==> src/rtl/hostq_pkg.sv <==
package hostq_pkg;
    localparam int ADDR_W = 8;
    localparam int DATA_W = 32;

    localparam logic [ADDR_W-1:0] OFS_DOORBELL = 8'h20;
    localparam logic [ADDR_W-1:0] OFS_STATUS   = 8'h30;
    localparam logic [ADDR_W-1:0] OFS_MASK     = 8'h34;
    localparam logic [ADDR_W-1:0] OFS_REQUEST  = 8'h40;
    localparam logic [ADDR_W-1:0] OFS_REPLY    = 8'h44;
    localparam logic [ADDR_W-1:0] OFS_SCRATCH  = 8'hB0;

    localparam int PEND_BIT = 3;
    localparam int OVF_BIT  = 1;
    localparam int MASK_BIT = 3;

    localparam logic [DATA_W-1:0] EMPTY_WORD = 32'hFFFF_FFFF;
    localparam logic [DATA_W-1:0] READY_WORD = 32'hFFFF_0000;

    typedef struct packed {
        logic              mask;
        logic              ovf;
        logic              rdy;
        logic [DATA_W-1:0] bell;
    } regs_t;
endpackage

==> src/rtl/hostq_fifo.sv <==
module hostq_fifo #(
    parameter int DW    = 32,
    parameter int DEPTH = 16
) (
    input  logic          clk,
    input  logic          rst_n,
    input  logic          push_i,
    input  logic [DW-1:0] push_data_i,
    input  logic          pop_i,
    output logic [DW-1:0] pop_data_o,
    output logic          full_o,
    output logic          empty_o
);
    localparam int PW = (DEPTH > 1) ? $clog2(DEPTH) : 1;
    localparam int CW = $clog2(DEPTH + 1);

    typedef struct packed {
        logic [DEPTH-1:0][DW-1:0] mem;
        logic [PW-1:0]            wp;
        logic [PW-1:0]            rp;
        logic [CW-1:0]            cnt;
    } fifo_st_t;

    fifo_st_t st_d, st_q;
    logic     do_push, do_pop;

    assign full_o     = (st_q.cnt == CW'(DEPTH));
    assign empty_o    = (st_q.cnt == '0);
    assign pop_data_o = st_q.mem[st_q.rp];

    always_comb begin
        st_d    = st_q;
        do_push = push_i && !full_o;
        do_pop  = pop_i && !empty_o;
        if (do_push) begin
            st_d.mem[st_q.wp] = push_data_i;
            st_d.wp = (st_q.wp == PW'(DEPTH - 1)) ? '0 : st_q.wp + 1'b1;
        end
        if (do_pop) begin
            st_d.rp = (st_q.rp == PW'(DEPTH - 1)) ? '0 : st_q.rp + 1'b1;
        end
        st_d.cnt = st_q.cnt + CW'(do_push) - CW'(do_pop);
    end

    always_ff @(posedge clk or negedge rst_n) begin
        if (!rst_n) st_q <= '0;
        else        st_q <= st_d;
    end

    // occupancy never passes the configured depth
    assert_cnt_bound_R3: assert property (@(posedge clk) disable iff (!rst_n)
        st_q.cnt <= CW'(DEPTH));

    // an accepted push with no pop grows the queue by one
    assert_push_grows_R1: assert property (@(posedge clk) disable iff (!rst_n)
        (push_i && !full_o && !pop_i) |=> (st_q.cnt == $past(st_q.cnt) + 1'b1));

    // a pop on an empty queue leaves it empty
    assert_empty_pop_R2: assert property (@(posedge clk) disable iff (!rst_n)
        (pop_i && !push_i && empty_o) |=> empty_o);
endmodule

==> src/rtl/hostq_regfile.sv <==
module hostq_regfile
    import hostq_pkg::*;
(
    input  logic              clk,
    input  logic              rst_n,
    input  logic              bus_wr_en_i,
    input  logic              bus_rd_en_i,
    input  logic [ADDR_W-1:0] bus_addr_i,
    input  logic [DATA_W-1:0] bus_wdata_i,
    output logic [DATA_W-1:0] bus_rdata_o,
    input  logic              req_full_i,
    output logic              req_push_o,
    input  logic              rpl_empty_i,
    input  logic [DATA_W-1:0] rpl_head_i,
    output logic              rpl_pop_o,
    input  logic              dev_ready_i,
    output logic [DATA_W-1:0] doorbell_o,
    output logic              irq_o
);
    regs_t rg_d, rg_q;
    logic  wr_req, wr_mask, wr_bell, rd_reply;

    assign wr_req   = bus_wr_en_i && (bus_addr_i == OFS_REQUEST);
    assign wr_mask  = bus_wr_en_i && (bus_addr_i == OFS_MASK);
    assign wr_bell  = bus_wr_en_i && (bus_addr_i == OFS_DOORBELL);
    assign rd_reply = bus_rd_en_i && (bus_addr_i == OFS_REPLY);

    assign req_push_o = wr_req && !req_full_i;
    assign rpl_pop_o  = rd_reply && !rpl_empty_i;
    assign irq_o      = !rpl_empty_i && !rg_q.mask;
    assign doorbell_o = rg_q.bell;

    always_comb begin
        rg_d     = rg_q;
        rg_d.rdy = dev_ready_i;
        if (wr_req && req_full_i) rg_d.ovf  = 1'b1;
        if (wr_mask)              rg_d.mask = bus_wdata_i[MASK_BIT];
        if (wr_bell)              rg_d.bell = bus_wdata_i;
    end

    always_comb begin
        bus_rdata_o = '0;
        if (bus_rd_en_i) begin
            unique case (bus_addr_i)
                OFS_DOORBELL: bus_rdata_o = rg_q.bell;
                OFS_STATUS: begin
                    bus_rdata_o[PEND_BIT] = !rpl_empty_i;
                    bus_rdata_o[OVF_BIT]  = rg_q.ovf;
                end
                OFS_MASK:    bus_rdata_o[MASK_BIT] = rg_q.mask;
                OFS_REPLY:   bus_rdata_o = rpl_empty_i ? EMPTY_WORD : rpl_head_i;
                OFS_SCRATCH: bus_rdata_o = rg_q.rdy ? READY_WORD : '0;
                default:     bus_rdata_o = '0;
            endcase
        end
    end

    always_ff @(posedge clk or negedge rst_n) begin
        if (!rst_n) begin
            rg_q      <= '0;
            rg_q.mask <= 1'b1;
        end else begin
            rg_q <= rg_d;
        end
    end

    // interrupt only while the mask bit is clear
    assert_irq_masked_R7: assert property (@(posedge clk) disable iff (!rst_n)
        irq_o |-> !rg_q.mask);

    // overflow flag is sticky
    assert_ovf_sticky_R4: assert property (@(posedge clk) disable iff (!rst_n)
        $past(rg_q.ovf) |-> rg_q.ovf);

    // empty reply read yields all ones and pops nothing
    assert_empty_reply_R2: assert property (@(posedge clk) disable iff (!rst_n)
        (rd_reply && rpl_empty_i) |-> (bus_rdata_o == EMPTY_WORD && !rpl_pop_o));

    // ready pattern only after the device reported ready
    assert_ready_word_R8: assert property (@(posedge clk) disable iff (!rst_n)
        (bus_rd_en_i && bus_addr_i == OFS_SCRATCH && bus_rdata_o != '0) |-> $past(dev_ready_i));

    // doorbell is stable without a write to it
    assert_bell_hold_R9: assert property (@(posedge clk) disable iff (!rst_n)
        !wr_bell |=> $stable(doorbell_o));
endmodule

==> src/rtl/hostq_regs.sv <==
module hostq_regs #(
    parameter int DEPTH = 16
) (
    input  logic        clk,
    input  logic        rst_n,
    input  logic        bus_wr_en,
    input  logic        bus_rd_en,
    input  logic [7:0]  bus_addr,
    input  logic [31:0] bus_wdata,
    output logic [31:0] bus_rdata,
    output logic        req_valid,
    input  logic        req_ready,
    output logic [31:0] req_data,
    input  logic        rpl_valid,
    output logic        rpl_ready,
    input  logic [31:0] rpl_data,
    input  logic        dev_ready,
    output logic [31:0] doorbell,
    output logic        irq
);
    import hostq_pkg::*;

    logic              req_push, req_full, req_empty;
    logic              rpl_pop, rpl_full, rpl_empty;
    logic [DATA_W-1:0] rpl_head;

    assign req_valid = !req_empty;
    assign rpl_ready = !rpl_full;

    hostq_fifo #(.DW(DATA_W), .DEPTH(DEPTH)) u_req_fifo (
        .clk         (clk),
        .rst_n       (rst_n),
        .push_i      (req_push),
        .push_data_i (bus_wdata),
        .pop_i       (req_ready),
        .pop_data_o  (req_data),
        .full_o      (req_full),
        .empty_o     (req_empty)
    );

    hostq_fifo #(.DW(DATA_W), .DEPTH(DEPTH)) u_rpl_fifo (
        .clk         (clk),
        .rst_n       (rst_n),
        .push_i      (rpl_valid),
        .push_data_i (rpl_data),
        .pop_i       (rpl_pop),
        .pop_data_o  (rpl_head),
        .full_o      (rpl_full),
        .empty_o     (rpl_empty)
    );

    hostq_regfile u_regfile (
        .clk         (clk),
        .rst_n       (rst_n),
        .bus_wr_en_i (bus_wr_en),
        .bus_rd_en_i (bus_rd_en),
        .bus_addr_i  (bus_addr),
        .bus_wdata_i (bus_wdata),
        .bus_rdata_o (bus_rdata),
        .req_full_i  (req_full),
        .req_push_o  (req_push),
        .rpl_empty_i (rpl_empty),
        .rpl_head_i  (rpl_head),
        .rpl_pop_o   (rpl_pop),
        .dev_ready_i (dev_ready),
        .doorbell_o  (doorbell),
        .irq_o       (irq)
    );

    // push ready is low exactly when the reply queue is full
    assert_push_ready_R3: assert property (@(posedge clk) disable iff (!rst_n)
        (rpl_valid && !rpl_ready && !rpl_pop) |=> !rpl_ready);
endmodule

==> config.mk <==
export PLATFORM = sky130hd
export DESIGN_NAME = hostq_regs
export DESIGN_NICKNAME = d
export VERILOG_FILES = /design/src/rtl/hostq_pkg.sv /design/src/rtl/hostq_fifo.sv /design/src/rtl/hostq_regfile.sv /design/src/rtl/hostq_regs.sv
export SDC_FILE = /design/constraint.sdc
export NUM_CORES = 2
export LEC_CHECK = 0
export ABC_CLOCK_PERIOD_IN_PS = 4100
export CORE_UTILIZATION = 45
export CTS_CLUSTER_DIAMETER = 60
export DETAILED_ROUTE_END_ITERATION = 12
export PLACE_DENSITY = 0.66
export SLEW_MARGIN = 20
export SYNTH_ARGS = -nofsm -noshare
export SYNTH_HDL_FRONTEND = slang
export SYNTH_SLANG_ARGS = --single-unit
==> constraint.sdc <==
create_clock -name clk -period 4.1 [get_ports clk]
set_input_delay 0.82 -clock clk [delete_from_list [all_inputs] [get_ports clk]]
set_output_delay 0.82 -clock clk [all_outputs]
set_load 0.005 [all_outputs]
# == Word level (Yosys, flattened, before mapping) ==
# Index checks and enable logic that the tools add are counted.
# op_classes
shift,0
n_mux,22
bitwise_logic,0
n_eq_ne,12
div,0
mul,0
reduce_logical,21
n_lt_le_gt_ge,6
add_sub_neg,8
# op_table
op,count
$bwmux 512,2
$bmux 32 s4,2
$demux 32 s4,2
$mux 32,7
$pmux 28 s3,1
$eq 8x6->1 const B,3
$lt 4x5->1 const B,4
$add 4x1->4 const B,4
$eq 4x4->1 const B,4
$eq 8x7->1 const B,2
$mux 4,4
$logic_and 1x1->1,14
$add 5x1->5,2
$eq 5x5->1 const B,2
$logic_not 5->1,2
$sub 5x1->5,2
$eq 8x8->1 const B,1
$ge 4x1->1 const B,2
$pmux 1 s3,2
$logic_not 1->1,5
$pmux 1 s5,1
$pmux 1 s4,1
# word_totals
latch_bits,0
wordCells,111
out_inout_bits,99
rom_bits,0
mem_bits_rw,0
reg_bits,1085
mem_count,0

# == Depth between registers and ports, before layout ==
# depth
depth_word,6
ltp_mapped,15
depth_no_buf,13

# == Hierarchy ==
# From an unflattened synthesis, not the netlist that was laid out.
# unflattened
hier_cells,3464
area_unflattened_um2,52609.2
# by_module_without_submodules
module,cells_per_inst,area_per_inst_um2,seq_area_each_um2,n_inst
hostq_fifo at u_rpl_fifo,1606,25388.1,13137.6,1
hostq_fifo at u_req_fifo,1608,24654.9,13137.6,1
hostq_regfile,248,2558.7,877.1,1
hostq_regs,2,7.5,0.0,1

# == Worst setup path before layout ==
# OpenSTA, ideal clock, no wires.
# synth_path
kind,input-to-reg
from,in bus_addr[4]
to,reg u_rpl_fifo.st_q[4] (netlist bit)
path_buffers,3
path_stages,15
setup_slack_ps,847
arrival_ps,3174
setup_ps,80
path_cell_list,buf_6 nor4b_4 and3_1 clkbuf_1 and2_1 clkbuf_1 ha_1 inv_1 ha_1 inv_1 fa_1 inv_1 a21oi_1 o21bai_1 xnor2_1
# synth_rtl
element,line_no,source
"start, declared",hostq_regs.sv:8,"input logic [7:0] bus_addr,"
"end signal, assigned",hostq_fifo.sv:47,else st_q <= st_d;
"end, declared",hostq_fifo.sv:24,"fifo_st_t st_d, st_q;"

# == Final worst setup path ==
# layout_path
from,reg u_rpl_fifo.st_q[5] (netlist bit)
to,out bus_rdata[21]
# layout_between
elab_chain_cells,5
# layout_rtl
element,line_no,source
$bmux 32 s4,hostq_fifo.sv:29,assign pop_data_o = st_q.mem[st_q.rp];
$mux 32 (not written as such),hostq_fifo.sv:29,
$mux 32,hostq_regfile.sv:51,OFS_REPLY: bus_rdata_o = rpl_empty_i ? EMPTY_WORD : rpl_head_i;
$pmux 28 s3,hostq_regfile.sv:44,unique case (bus_addr_i)
$mux 32,hostq_regfile.sv:43,if (bus_rd_en_i) begin
"end, declared",hostq_regs.sv:10,"output logic [31:0] bus_rdata,"
# Every way passes these cells. The select of a mux whose other input is x is not followed.

==> impl_metrics.toml <==
[synthesis]
synthFlopType = "dfrtp_1"
yosysSeqAreaShare = 0.541
ys_warn_count = 0
synth_area_per_cell_sq_um = 15.6
synth_edf_count = 0
synth_area_leader_cell = "dfrtp_1"
synth_seq_cells = 1085
netlist_instances = 3220
synth_area_leaders = "dfrtp_1 (54%), mux2_2 (22%), mux4_2 (10%), mux2i_1 (1.8%), mux2_4 (1.8%)"
synth-async-reset-ratio = 1.00
ys_types = 58
syn-num-nets = 3323
synth_top_area_share = 0.540
syn_area_sq_mm = 0.0502

[clock_network]
clk_path_buf_depth = 3
clock_sinks = 1085
clock_latency_ns = 0.70
h-tree-depth = 3
numCtsBuffers = 114
postCtsHoldBufs = 0
cts_tree = "done"
clk_pin_slew_ns = 0.06
cts_root_buf = "clkbuf_16"

[placement]
place_congestion = 0.794
dpl_worst_slack_ns = 0.127
dp_hpwl_microns = 83400
io_buffers = 177

[setup_path]
arrival_ns = 3.22
critPathRequiredTime_ns = 3.28
cp_cell_sequence = "buf_8 -> buf_4 -> and2_4 -> buf_4 -> a221o_1 -> o21ai_2 -> a221o_1 -> clkdlybuf4s50_1"
slowest_stage = "clkdlybuf4s50_1"
crit_family = "buffers and inverters"
cp_max_fo = 4
end_kind = "primary output"
path_class = "register to primary output"
crit_buf_inv = 4
cp_slowest_stage_delay_ns = 0.51
start_kind = "register"

[timing]
max_slew_margin = 0.336
rsz0062_at_grt = "false"
finClkSkew_ns = 0.0298
hold_viol = 0
fin_ws_ns = 0.0597
setup_viol = 0
tightest_slew_ns = 0.993
max_freq_mhz = 248
fin_crit_sh = 0.985
fin_crit_ns = 4.04
maxSlewViolCount = 0

[worst_hold_path]
hp-class = "primary input to async pin"

[floorplan]
fp.dieW_microns = 336
floorplan.initialDensity = 0.454
die_area_sq_mm = 0.113
fp-row-count = 122
die_h_microns = 336
core_sq_mm = 0.111
ios = 178

[routing]
vias = 29000
detail_route.wl_per_cell_microns = 26.9
drt_iter0_drc = 2040
drtAntennaViolNets = 0
viasPerCell = 5.81
first_pass_iters = 5
route.detailed.drc = 0
routed_wl_microns = 134000

[status]
outcome = "complete, no violations"

[layout]
fin_util = 0.531
drive_gt1_frac = 0.498
nets = 3505
syn2layout_area_growth_pct = 17.0

[grt]
grt_pass1_vias = 30700
grt_antenna_before_repair = 13
grt_pass1_wl_microns = 202000
grt_max_degree = 96
grt_remaining_overflow = 0
grt_usage = 0.242

[power_and_ir_drop]
sw_frac_of_total = 0.286
power.share.combinational = 0.251
power_frac_seq = 0.438
p_clk_frac = 0.311
peakVddDrop_uv = 421
power_density_mw_per_mm2 = 574
power.internal_uw = 24100
power.leakage_uw = 0.0272
switchingPower_uw = 9640

[job]
cap_violations = 0
## timing repair
action                                  in CTS  in global routing
cloned                                       2                  0
resized for setup                          108                 16
pin swaps                                   11                 11
hold endpoints to repair                     0                  0
buffers inserted                            26                  5
endpoints found under the setup margin      56                 29
## power by group through the flow
stage	clock network, uW	registers (uW)	logic, uW
floorplan	0	14200	5880
global placement	0	14900	7940
detailed placement	0	15000	8090
CTS	10700	14800	8450
global route	11100	15100	9120
finish	10500	14800	8470
## worst register-to-register path: cells and delay by family (launching register included)
kind / cells / cell delay [ns]
buf+inv: 5 / 1.30
simple gates: 3 / 0.81
mux: 1 / 0.44
flops: 1 / 0.38
fa+ha+maj: 1 / 0.17
## synth_stat cells (3+ instances only)
| cell type | count |
|---|---|
| nor2_1 | 24 |
| and3_1 | 3 |
| buf_1 | 23 |
| ha_1 | 22 |
| clkbuf_1 | 132 |
| a32o_1 | 3 |
| mux2_1 | 27 |
| a31oi_1 | 15 |
| buf_6 | 32 |
| nand3_4 | 8 |
| buf_4 | 38 |
| a211oi_1 | 33 |
| nand2_1 | 19 |
| a21oi_1 | 65 |
| inv_1 | 21 |
| a22oi_1 | 15 |
| a221oi_1 | 30 |
| nand3_1 | 7 |
| dfrtp_1 | 1084 |
| and4bb_2 | 3 |
| mux2_4 | 60 |
| xnor2_1 | 9 |
| o21ai_0 | 35 |
| nand4_1 | 7 |
| nor2b_1 | 40 |
| and2_1 | 4 |
| a221o_1 | 33 |
| mux4_2 | 226 |
| mux2_2 | 976 |
| mux2i_1 | 92 |
| nand3_2 | 4 |
| xor2_1 | 4 |
| a21o_1 | 4 |
| buf_2 | 89 |
## flip-flops by register name (all words and copies together), names as in the netlist
| signal | count |
|---|---|
| u_regfile.doorbell_o | 32 |
| u_regfile.rg_q | 3 |
| u_req_fifo.st_q | 525 |
| u_rpl_fifo.st_q | 525 |
## area by class of cell
type | count | area (sq um)
Antenna cell | 6 | 15.0
Timing Repair Buffer | 381 | 4170
Multi-Input combinational cell | 1798 | 21700
Inverter | 22 | 82.6
Clock buffer | 164 | 3270
Fill cell | 9079 | 51900
Tap cell | 1488 | 1860
Sequential cell | 1085 | 27200
Clock inverter | 45 | 537
## final timing paths
path / from / endpoint / slack [ns] / depth (start not counted)
setup / recovery: u_rpl_fifo.st_q[5]$_DFFE_PN0P_ / bus_rdata[21] / 0.06 / 8
hold / removal: rst_n / u_req_fifo.st_q[466]$_DFFE_PN0P_ / 0.21 / 1
setup reg to reg: u_req_fifo.st_q[2]$_DFF_PN0_ / u_req_fifo.st_q[472]$_DFFE_PN0P_ / 0.86 / 10
hold reg to reg: u_regfile.rg_q[33]$_DFFE_PN0P_ / u_regfile.rg_q[33]$_DFFE_PN0P_ / 0.46 / 1
max in group asynchronous: rst_n / u_rpl_fifo.st_q[219]$_DFFE_PN0P_ / 2.82 / 2
min in group clk: u_regfile.rg_q[33]$_DFFE_PN0P_ / u_regfile.rg_q[33]$_DFFE_PN0P_ / 0.46 / 1
## metal layers
metal	part of all wire	track usage	wire, microns
met1	0.43	0.327	58200
met2	0.47	0.389	63600
met3	0.064	0.0570	8600
met4	0.029	0.0744	3880
met5	0.00032	0	43
## layout by cell type (no fill, tap or decap), types with 33 or more instances in the layout
cell and instances:
nor2b_1 38, dfrtp_1 1077, a21oi_1 65, mux2_4 60
mux2_2 976, mux2i_1 92, a221o_1 33, buf_4 133
clkbuf_16 116, clkdlybuf4s50_1 157, mux4_2 226, buf_12 58
## stage by stage
step / area [sq um] / hold WS (ns) / instances / total power, uW / TNS [ns]
6_report: 58800 / 0.211 / 4989 / 33700 / 0
5_1_grt: 58800 / 0.220 / 4984 / 35300 / 0
4_1_cts: 58600 / 0.199 / 4978 / 33900 / -0.00118
3_5_place_dp: 54200 / 0.449 / 4743 / 23100 / 0
3_3_place_gp: 54200 / 0.462 / 4743 / 22800 / 0
2_1_floorplan: 50200 / 0.431 / 3220 / 20100 / 0
## logic make-up after synthesis
group / after synthesis / synth area share
AO/OA/AOI/OAI: 240 / 0.0331
XOR/XNOR: 13 / 0.00227
adder cells (fa/ha/maj): 24 / 0.00628
buffers and inverters: 337 / 0.0353
flip-flops: 1085 / 0.541
multiplexers: 1381 / 0.363
AND/OR/NAND/NOR: 140 / 0.0197
Power figures use the tool's default switching activity.
